`src/rtl/wmf_pkg.sv`:
```
package wmf_pkg;

    typedef enum logic {
        DMA_IDLE  = 1'b0,
        DMA_BURST = 1'b1
    } dma_state_t;

    localparam int BEAT_W = 4;

    typedef struct packed {
        logic tx_hit;
        logic rx_hit;
    } wm_flags_t;

    // Map the burst code to a word count; unknown codes fall back to one word.
    function automatic logic [BEAT_W-1:0] burst_beats(input logic [2:0] code);
        case (code)
            3'd1:    burst_beats = BEAT_W'(4);
            3'd2:    burst_beats = BEAT_W'(8);
            default: burst_beats = BEAT_W'(1);
        endcase
    endfunction

endpackage

```
`src/rtl/wmf_store.sv`:
```
module wmf_store #(
    parameter int DATA_W = 32,
    parameter int DEPTH  = 16,
    localparam int AW    = $clog2(DEPTH)
) (
    input  logic              clk,
    input  logic              rst,
    input  logic              clr,
    input  logic              push,
    input  logic              pop,
    input  logic [DATA_W-1:0] wdata,
    output logic [DATA_W-1:0] rdata,
    output logic [AW:0]       count,
    output logic              full,
    output logic              empty,
    output logic              xrun
);

    logic [DATA_W-1:0] mem [DEPTH];
    logic [AW-1:0]     wptr, rptr;
    logic              push_ok, pop_ok;

    assign full    = (count == (AW+1)'(DEPTH));
    assign empty   = (count == '0);
    assign push_ok = push && !full && !clr;
    assign pop_ok  = pop && !empty && !clr;
    assign rdata   = mem[rptr];

    always_ff @(posedge clk) begin
        if (push_ok) begin
            mem[wptr] <= wdata;
        end
    end

    always_ff @(posedge clk) begin
        if (rst || clr) begin
            wptr  <= '0;
            rptr  <= '0;
            count <= '0;
            xrun  <= 1'b0;
        end else begin
            if (push_ok) wptr <= wptr + AW'(1);
            if (pop_ok)  rptr <= rptr + AW'(1);
            case ({push_ok, pop_ok})
                2'b10:   count <= count + (AW+1)'(1);
                2'b01:   count <= count - (AW+1)'(1);
                default: count <= count;
            endcase
            if ((push && full) || (pop && empty)) xrun <= 1'b1;
        end
    end

endmodule

```
`src/rtl/wmf_thresh.sv`:
```
module wmf_thresh #(
    parameter int WM_W = 12,
    localparam int CNT_W = WM_W + 1
) (
    input  logic             tx_mode,
    input  logic [CNT_W-1:0] count,
    input  logic [WM_W-1:0]  tx_wm,
    input  logic [WM_W-1:0]  rx_wm,
    output wmf_pkg::wm_flags_t flags,
    output logic             tx_irq,
    output logic             rx_irq,
    output logic             want
);

    assign flags.tx_hit = (count <= {1'b0, tx_wm});
    assign flags.rx_hit = (count >  {1'b0, rx_wm});
    assign tx_irq       = tx_mode && flags.tx_hit;
    assign rx_irq       = !tx_mode && flags.rx_hit;
    assign want         = tx_mode ? flags.tx_hit : flags.rx_hit;

endmodule

```
`src/rtl/wmf_dma.sv`:
```
module wmf_dma
    import wmf_pkg::*;
(
    input  logic       clk,
    input  logic       rst,
    input  logic       clr,
    input  logic       want,
    input  logic [2:0] burst_code,
    input  logic       ack,
    output logic       req
);

    dma_state_t        state;
    logic [BEAT_W-1:0] beats;
    logic [BEAT_W-1:0] blen;

    assign req = (state == DMA_BURST);

    always_ff @(posedge clk) begin
        if (rst || clr) begin
            state <= DMA_IDLE;
            beats <= '0;
            blen  <= BEAT_W'(1);
        end else begin
            case (state)
                DMA_IDLE: begin
                    if (want) begin
                        state <= DMA_BURST;
                        beats <= '0;
                        blen  <= burst_beats(burst_code);
                    end
                end
                DMA_BURST: begin
                    if (ack) begin
                        if (beats == blen - BEAT_W'(1)) begin
                            state <= DMA_IDLE;
                        end else begin
                            beats <= beats + BEAT_W'(1);
                        end
                    end
                end
                default: state <= DMA_IDLE;
            endcase
        end
    end

endmodule

```
`src/rtl/wm_dma_fifo.sv`:
```
module wm_dma_fifo #(
    parameter int DATA_W = 32,
    parameter int DEPTH  = 16,
    parameter int WM_W   = 12,
    localparam int CNT_W = WM_W + 1,
    localparam int AW    = $clog2(DEPTH)
) (
    input  logic              clk,
    input  logic              rst,
    input  logic              tx_mode,
    input  logic              fifo_clr,
    input  logic              bus_push,
    input  logic [DATA_W-1:0] bus_wdata,
    input  logic              bus_pop,
    input  logic              card_push,
    input  logic [DATA_W-1:0] card_wdata,
    input  logic              card_pop,
    output logic [DATA_W-1:0] rd_data,
    input  logic [WM_W-1:0]   tx_wm,
    input  logic [WM_W-1:0]   rx_wm,
    input  logic [2:0]        burst_code,
    input  logic              dma_ack,
    output logic [CNT_W-1:0]  fill_count,
    output logic              full,
    output logic              empty,
    output logic              tx_wm_hit,
    output logic              rx_wm_hit,
    output logic              tx_dreq_irq,
    output logic              rx_dreq_irq,
    output logic              dma_req,
    output logic              xrun_err,
    output logic              clr_busy
);

    logic              push, pop, want;
    logic [DATA_W-1:0] wdata;
    logic [AW:0]       count;
    wmf_pkg::wm_flags_t flags;

    assign push  = tx_mode ? bus_push  : card_push;
    assign pop   = tx_mode ? card_pop  : bus_pop;
    assign wdata = tx_mode ? bus_wdata : card_wdata;

    assign fill_count = {{(CNT_W-AW-1){1'b0}}, count};
    assign tx_wm_hit  = flags.tx_hit;
    assign rx_wm_hit  = flags.rx_hit;

    always_ff @(posedge clk) begin
        if (rst) clr_busy <= 1'b0;
        else     clr_busy <= fifo_clr;
    end

    wmf_store #(.DATA_W(DATA_W), .DEPTH(DEPTH)) u_store (
        .clk(clk), .rst(rst), .clr(fifo_clr), .push(push), .pop(pop),
        .wdata(wdata), .rdata(rd_data), .count(count),
        .full(full), .empty(empty), .xrun(xrun_err)
    );

    wmf_thresh #(.WM_W(WM_W)) u_thresh (
        .tx_mode(tx_mode), .count(fill_count), .tx_wm(tx_wm), .rx_wm(rx_wm),
        .flags(flags), .tx_irq(tx_dreq_irq), .rx_irq(rx_dreq_irq), .want(want)
    );

    wmf_dma u_dma (
        .clk(clk), .rst(rst), .clr(fifo_clr), .want(want),
        .burst_code(burst_code), .ack(dma_ack), .req(dma_req)
    );

endmodule

```
`config.mk`:
```
export PLATFORM = sky130hd
export DESIGN_NAME = wm_dma_fifo
export DESIGN_NICKNAME = d
export VERILOG_FILES = /design/src/rtl/wmf_pkg.sv /design/src/rtl/wmf_store.sv /design/src/rtl/wmf_thresh.sv /design/src/rtl/wmf_dma.sv /design/src/rtl/wm_dma_fifo.sv
export SDC_FILE = /design/constraint.sdc
export NUM_CORES = 1
export LEC_CHECK = 0
export BUFFER_PORTS_ARGS = -buffer_cell sky130_fd_sc_hd__buf_2
export CAP_MARGIN = 40
export CORE_ASPECT_RATIO = 0.75
export CORE_UTILIZATION = 60
export DETAILED_ROUTE_END_ITERATION = 10
export GPL_TIMING_DRIVEN = 0
export HOLD_SLACK_MARGIN = 0.02
export PLACE_DENSITY_LB_ADDON = 0.12
export SKIP_CTS_REPAIR_TIMING = 1
export SYNTH_ARGS = -nofsm -noshare
export SYNTH_HDL_FRONTEND = slang
export SYNTH_SLANG_ARGS = --single-unit
```
`constraint.sdc`:
```
create_clock -name clk -period 6.41 [get_ports clk]
set_clock_uncertainty 0.05 [all_clocks]
set_input_delay 0.641 -clock clk [delete_from_list [all_inputs] [get_ports clk]]
set_output_delay 0.641 -clock clk [all_outputs]
set_load 0.02 [all_outputs]
```
==> results of run 1 <==
## worst paths after layout
kind | start | endpoint | slack, ns | depth (start not counted)
worst min-delay path | rst | clr_busy$_SDFF_PP0_ | 0.21 | 2
worst max register to register | u_store.count[2]$_SDFFE_PP0P_ | u_store.count[4]$_SDFFE_PP0P_ | 2.65 | 13
worst min register to register | u_dma.blen[2]$_SDFFE_PP0P_ | u_dma.blen[2]$_SDFFE_PP0P_ | 0.42 | 2
worst max-delay path | register | rd_data[19] | 2.29 | 5
## power breakdown
group	switching [W]	leakage, nW	internal [W]
clock	0.00123	0.761	0.00161
combinational	0.000172	2.69	0.000103
sequential	0.00000648	4.83	0.00390
total	0.00141	8.28	0.00561
## routing by layer
layer  wire length, um  up-vias  track usage [%]
li1                  -     4662                -
met1             20200     5868             40.6
met2             23600      558             43.0
met3              3870      107             4.58
met4              1330        0             8.03
met5                 0        -                0
## sequential cells by signal, indices dropped and copies added (netlist names), named ones only
name / cells
u_store.rptr: 4
u_store.xrun: 1
clr_busy: 1
u_dma.beats: 4
u_store.count: 5
u_dma.req: 1
u_store.mem: 512
u_dma.blen: 3
u_store.wptr: 4
## cells in the mapped netlist (all sizes together), types with 2 or more instances
cell type / count
xor2: 7
a21oi: 9
nand3b: 3
inv: 16
and3: 4
nor2b: 4
o21ai: 4
o211ai: 3
a211oi: 4
ha: 20
buf: 30
o21bai: 2
a21o: 2
a31oi: 3
mux2i: 12
nand2b: 3
mux2: 32
nor3: 15
nand3: 6
or4: 2
nor2: 36
nor4: 4
and2: 3
mux4: 160
a211o: 2
dfxtp: 27
nand4: 3
edfxtp: 512
nand2: 18
xnor2: 4
or2: 2
clkbuf: 28
## per-stage QoR
step	hold WS, ns	total power (W)	utilization [%]	setup TNS (ns)
global route	0.202	0.00720	72.2	0
detailed placement	0.413	0.00425	67.7	0
finish	0.211	0.00702	72.2	0
global placement	0.400	0.00424	65.4	-117.12
CTS	0.193	0.00705	72.2	0
floorplan	0.388	0.00414	-	0
## final cells by class
type / count / area [um^2]
Buffer: 58 / 288
Clock inverter: 27 / 231
Fill cell: 2043 / 9720
Timing Repair Buffer: 191 / 1460
Tap cell: 457 / 572
Inverter: 16 / 60.1
Sequential cell: 539 / 15900
Multi-Input combinational cell: 390 / 5430
Clock buffer: 62 / 1320
## cells by family after synthesis
logic type,after synthesis,share of synthesized area [%]
mux,204,18.9
xor+xnor,12,0.557
compound gates,36,1.23
buf+inv,74,1.61
simple gates,110,2.65
fa+ha+maj,20,1.16
other cells,1,0.0174
flops,539,73.8
==> results.md, run 1 <==
* Cell count after synthesis at 996
* Vias per std cell at about 6.4
* FF+latch count, synth at approximately 540
* Syn-to-layout area delta at 17.2%
* Vias in the first global route at approximately 11,000
* Average instance area after synthesis at 21.6 um^2
* Highest-count cells in the layout ignoring fill and taps: sky130_fd_sc_hd__edfxtp_1 (512), sky130_fd_sc_hd__mux4_2 (160), sky130_fd_sc_hd__buf_2 (159), sky130_fd_sc_hd__clkbuf_16 (51), sky130_fd_sc_hd__clkbuf_1 (39)
* Total Die Area at 0.0367 mm^2
* Worst slew margin relative to its limit at a little under two fifths
* Number of cells in the finished layout apart from fillers at 1,740
* GP Congestion at roughly 0.86
* Main area contributors after synthesis: sky130_fd_sc_hd__edfxtp_1 (71%), sky130_fd_sc_hd__mux4_2 (17%), sky130_fd_sc_hd__dfxtp_1 (2.5%), sky130_fd_sc_hd__mux2_2 (1.7%), sky130_fd_sc_hd__ha_1 (1.2%)
* Fin area at between 0.02 and 0.03 mm^2
* Worst-path clk slew at roughly 0.070 ns
* Crit path buf inv count at 3
* Slowest cell on crit path: sky130_fd_sc_hd__clkbuf_1
* CTS buffer count at between 40 and 50
* Max-cap violations at 0
* CP Launch Type: register
* Antenna violations before repair at 0
* Final max-slew violation count at 0
* Die Ht at about 170 um
* Path type of the worst setup path: reg -> out
* Req. time, crit path at about 5.7 ns
* Count of clock tree sinks at 539
* Clock tree buffer depth at 3
* Critical path's largest stage delay at between 0.7 and 0.8 ns
* Initial Util at around 62%
* First-pass iteration count of the detailed router at 8
* Placement-stage worst setup slack at between 2 and 2.5 ns
* Arrival time at the worst endpoint at ~3.4 ns
* Hold violation total from the final report at 0
* Cell family with the largest share of critical-path delay: buffers and inverters
* DRC violations left at 4
* Area share of the largest cell type after synthesis at a little over 70%
* Worst-path fanout max at 10
* Total grt overflow at 0
* Post-DRT Antenna Nets at 0
* Failing checks: design-rule violations
* Clock insertion delay at the later pin of the skew report at 0.56 ns
* Netlist area before placement at ~0.022 mm^2
* Number of nets in the layout at 1,365
* First-pass GRT wire length at between 70,000 and 80,000 um
* Routed wire length at ~49,000 um
* Count of different cell masters after synthesis at 56
* Count of input and output buffers at about 150
* Worst hold-check path type: in -> reg
* Tcrit/Tclk final at ~64%
* Transition time of the tightest slew-check pin at roughly 0.94 ns
* Proportion of layout cells with a drive suffix above 1 at between 30% and 40%
* Seq/Total Area, Yosys at between 70% and 80%
* Most common cell after layout, fill and taps aside: sky130_fd_sc_hd__edfxtp_1
* Total global-route track usage at around 27%
* Final worst slack at around 2.3 ns
* Number of placed instances, taps included at around 1,600
* Cell chain of the critical path: clkbuf_1 -> clkbuf_1 -> mux4_2 -> mux4_2 -> buf_2
* Total power density per cell area at approximately 280 mW/mm^2
* Most common flop cell mapped by yosys: sky130_fd_sc_hd__edfxtp_1
* Post-synth EDFFs at between 500 and 600
* Vias after detailed routing at about 11,000
* Root Buffer Master: sky130_fd_sc_hd__clkbuf_16
* Post-synth top area cell: sky130_fd_sc_hd__edfxtp_1
* HPWL after DPL at about 31,000 um
* Final count of negative-setup-slack endpoints at 0
* Die Span X at 221 um
* Peak ir drop on the vdd network at approximately 0.00024 V
* Violation count after the first detailed-routing iteration at 1,237
* Endpoint class of the critical path: primary output
* Pin count of the biggest net entering global routing at 20
* Warnings from Yosys at 0
* FP Rows at 59
* Post-synth ARST share at 0%
* Total core area at ~0.035 mm^2
* Max frequency at between 200 and 250 MHz
* Leakage at between 8 and 9 nW
* TritonCTS clock tree: yes
* Area after detailed placement at around 0.024 mm^2
* Detail-routed net length per standard cell at 28.2 um
* Number of H-tree levels at 2
* Setup repair after global routing missed its margin: no
* Inserted Diodes at 0
* Total I/O pin count at approximately 150
* Clock period minus final worst setup slack at 4.12 ns
* Result of the run: complete, but fails checks
(Power assumes the default switching activity.)
==> inputs of run 2 (changes only) <==
==> constraint.sdc (replaced) <==
create_clock -name clk -period 4.3 [get_ports clk]
set_clock_uncertainty 0.05 [all_clocks]
set_input_delay 0.43 -clock clk [delete_from_list [all_inputs] [get_ports clk]]
set_output_delay 0.43 -clock clk [all_outputs]
set_load 0.02 [all_outputs]
==> results.md, run 2 (synthesis results as in run 1) <==
* Vias per std cell at 6.42 (was 6.43)
* End point of the critical path: rd_data[19] (unchanged)
* Crit path buf inv count at 3 (unchanged)
* Combinational share of power at 3.9% (about the same)
* Power spent charging and discharging nets at 0.00210 W (was 0.00141 W)
* First-pass iteration count of the detailed router at 8 (unchanged)
* Total power draw at 0.0105 W (was 0.00702 W)
* Violation count after the first detailed-routing iteration at 1,285 (was 1,237)
* Die Span X at 221 um (unchanged)
* Count of input and output buffers at 145 (unchanged)
* Fill cell count at 2,043 (unchanged)
* Result of the run: complete, but fails checks (unchanged)
* Share of power burned in registers at 55.6% (about the same)
* Largest regs: u_store.mem x512, u_store.count x5 (unchanged)
* Tcrit/Tclk final at between 90% and 100%
* Instance count on the critical path at 5 (unchanged)
* Number of H-tree levels at 2 (unchanged)
* Worst-path fanout max at 10 (unchanged)
* Total grt overflow at 0 (unchanged)
* Syn-to-layout area delta at 17.3% (was 17.2%)
* Most common cell after layout, fill and taps aside: sky130_fd_sc_hd__edfxtp_1 (unchanged)
* CTS buffer count at 49 (unchanged)
* Antenna violations before repair at 0 (unchanged)
* Critical path's largest stage delay at 0.74 ns (was 0.72 ns)
* Transition time of the tightest slew-check pin at 0.924 ns (was 0.937 ns)
* Highest-count cells in the layout ignoring fill and taps: sky130_fd_sc_hd__edfxtp_1 (512), sky130_fd_sc_hd__mux4_2 (160), sky130_fd_sc_hd__buf_2 (159), sky130_fd_sc_hd__clkbuf_16 (51), sky130_fd_sc_hd__clkbuf_1 (39) (unchanged)
* TritonCTS clock tree: yes (unchanged)
* Routed wire length at 49,100 um (about the same)
* Total core area at 0.0350 mm^2 (unchanged)
* CP Launch Type: register (unchanged)
* Total I/O pin count at 154 (unchanged)
* Worst-path clk slew at 0.07 ns (about the same)
* Leakage at 8.28 nW (about the same)
* Final worst slack at 0.383 ns (was 2.29 ns)
* Max-cap violations at 0 (unchanged)
* Total power density per cell area at 414 mW/mm^2 (was 278 mW/mm^2)
* R2r endpoint: u_store.count[4]$_SDFFE_PP0P_ (unchanged)
* Max frequency at 255 MHz
* Vias after detailed routing at 11,175 (was 11,195)
* Fin area at 0.0253 mm^2 (about the same)
* Max FFs per register at 512 (unchanged)
* Worst reg-to-reg path cell count at 13 (unchanged)
* Cell chain of the critical path: clkbuf_1 -> clkbuf_1 -> mux4_2 -> mux4_2 -> buf_2 (unchanged)
* Number of cells in the finished layout apart from fillers at 1,741 (was 1,740)
* Slowest cell on crit path: sky130_fd_sc_hd__clkbuf_1 (unchanged)
* Root Buffer Master: sky130_fd_sc_hd__clkbuf_16 (unchanged)
* Placement-stage worst setup slack at 0.233 ns (was 2.13 ns)
* DRC violations left at 4 (unchanged)
* Initial Util at 61.6% (unchanged)
* Share of total power consumed by net switching at 20.0% (about the same)
* First-pass GRT wire length at 72,200 um (unchanged)
* Path type of the worst setup path: reg -> out (unchanged)
* HPWL after DPL at 31,200 um (unchanged)
* Count of clock tree sinks at 539 (unchanged)
* Total global-route track usage at 27.4% (unchanged)
* Area after detailed placement at 0.0237 mm^2 (unchanged)
* Proportion of layout cells with a drive suffix above 1 at 38.9% (about the same)
* Worst hold-check path type: in -> reg (unchanged)
* Final max-slew violation count at 0 (unchanged)
* Req. time, crit path at 3.82 ns (was 5.72 ns)
* Detail-routed net length per standard cell at 28.2 um (about the same)
* Hold violation total from the final report at 0 (unchanged)
* Peak ir drop on the vdd network at 0.000358 V (was 0.000240 V)
* Final count of negative-setup-slack endpoints at 0 (unchanged)
* Clock tree buffer depth at 3 (unchanged)
* Pin count of the biggest net entering global routing at 20 (unchanged)
* Failing checks: design-rule violations (unchanged)
* Inserted Diodes at 0 (unchanged)
* Cell family with the largest share of critical-path delay: buffers and inverters (unchanged)
* Die Ht at 166 um (unchanged)
* Setup repair after global routing missed its margin: no (unchanged)
* Post-DRT Antenna Nets at 0 (unchanged)
* Largest register by flop count: u_store.mem (unchanged)
* Internal Dissipation at 0.00837 W (was 0.00561 W)
* Number of placed instances, taps included at 1,649 (unchanged)
* Clock network fraction of total power at 40.5% (about the same)
* Critical R2R Launch: u_store.count[2]$_SDFFE_PP0P_ (unchanged)
* GP Congestion at 0.858 (unchanged)
* Worst slew margin relative to its limit at 38.4% (was 37.5%)
* Clock insertion delay at the later pin of the skew report at 0.56 ns (about the same)
* Vias in the first global route at 11,238 (unchanged)
* Arrival time at the worst endpoint at 3.44 ns (was 3.43 ns)
* FP Rows at 59 (unchanged)
* Number of nets in the layout at 1,366 (was 1,365)
* Clock period minus final worst setup slack at ~4 ns
* Register-to-register path setup slack at 0.54 ns (was 2.65 ns)
* Total Die Area at 0.0367 mm^2 (unchanged)
* Endpoint class of the critical path: primary output (unchanged)
## run 2: cell types whose count changed in the layout (fill, tap and decap cells not counted), sizes merged
cell and change:
dlygate4sd3 +1
## run 2: final cells by class
class / instances / area [um^2] / share of cell area, %
inverters: 16 / 60.1 / 0.238
plain buffers: 58 / 288 / 1.14
repair buffers: 192 / 1470 / 5.80
clock buffers: 62 / 1320 / 5.21
well taps: 457 / 572 / 2.26
flip-flops and latches: 539 / 15900 / 63.0
multi-input cells: 390 / 5430 / 21.5
clock inverters: 27 / 231 / 0.916
## run 2: worst min path at each step
stage	start	end	slack, ns	cells after the start
6_report	burst_code[2]	u_dma.blen[0]$_SDFFE_PP1P_	0.12	3
5_1_grt	burst_code[2]	u_dma.blen[0]$_SDFFE_PP1P_	0.13	3
4_1_cts	rst	clr_busy$_SDFF_PP0_	-0.02	2
3_5_place_dp	u_dma.blen[2]$_SDFFE_PP0P_	u_dma.blen[2]$_SDFFE_PP0P_	0.41	2
3_3_place_gp	u_store.xrun$_SDFFE_PP0P_	u_store.xrun$_SDFFE_PP0P_	0.40	2
2_1_floorplan	u_dma.blen[2]$_SDFFE_PP0P_	u_dma.blen[2]$_SDFFE_PP0P_	0.39	2
## run 2: power groups by stage
stage	Sequential [W]	Clock, W	Combinational [W]
floorplan	0.00593	0	0.000240
global placement	0.00593	0	0.000383
detailed placement	0.00593	0	0.000407
CTS	0.00582	0.00428	0.000409
global route	0.00582	0.00447	0.000441
finish	0.00582	0.00424	0.000411
## run 2: through the flow
step / util [%] / TNS, ns / hold slack, ns
global placement: 65.4 / -763.64 / 0.400
detailed placement: 67.7 / 0 / 0.413
global route: 72.2 / 0 / 0.127
CTS: 72.2 / 0 / -0.0175
floorplan: - / 0 / 0.388
finish: 72.2 / 0 / 0.119
## run 2: per-layer routing
layer,track usage [%],up-vias,wire length [um]
met1,40.6,5858,20400
li1,-,4667,-
met5,0,-,0
met2,43.0,549,23600
met4,8.03,0,1230
met3,4.58,101,3890
## run 2: worst min-delay path, stage by stage
cell and delay (ns):
sky130_fd_sc_hd__buf_2 0.09, sky130_fd_sc_hd__nor3_1 0.04, sky130_fd_sc_hd__mux2i_1 0.11
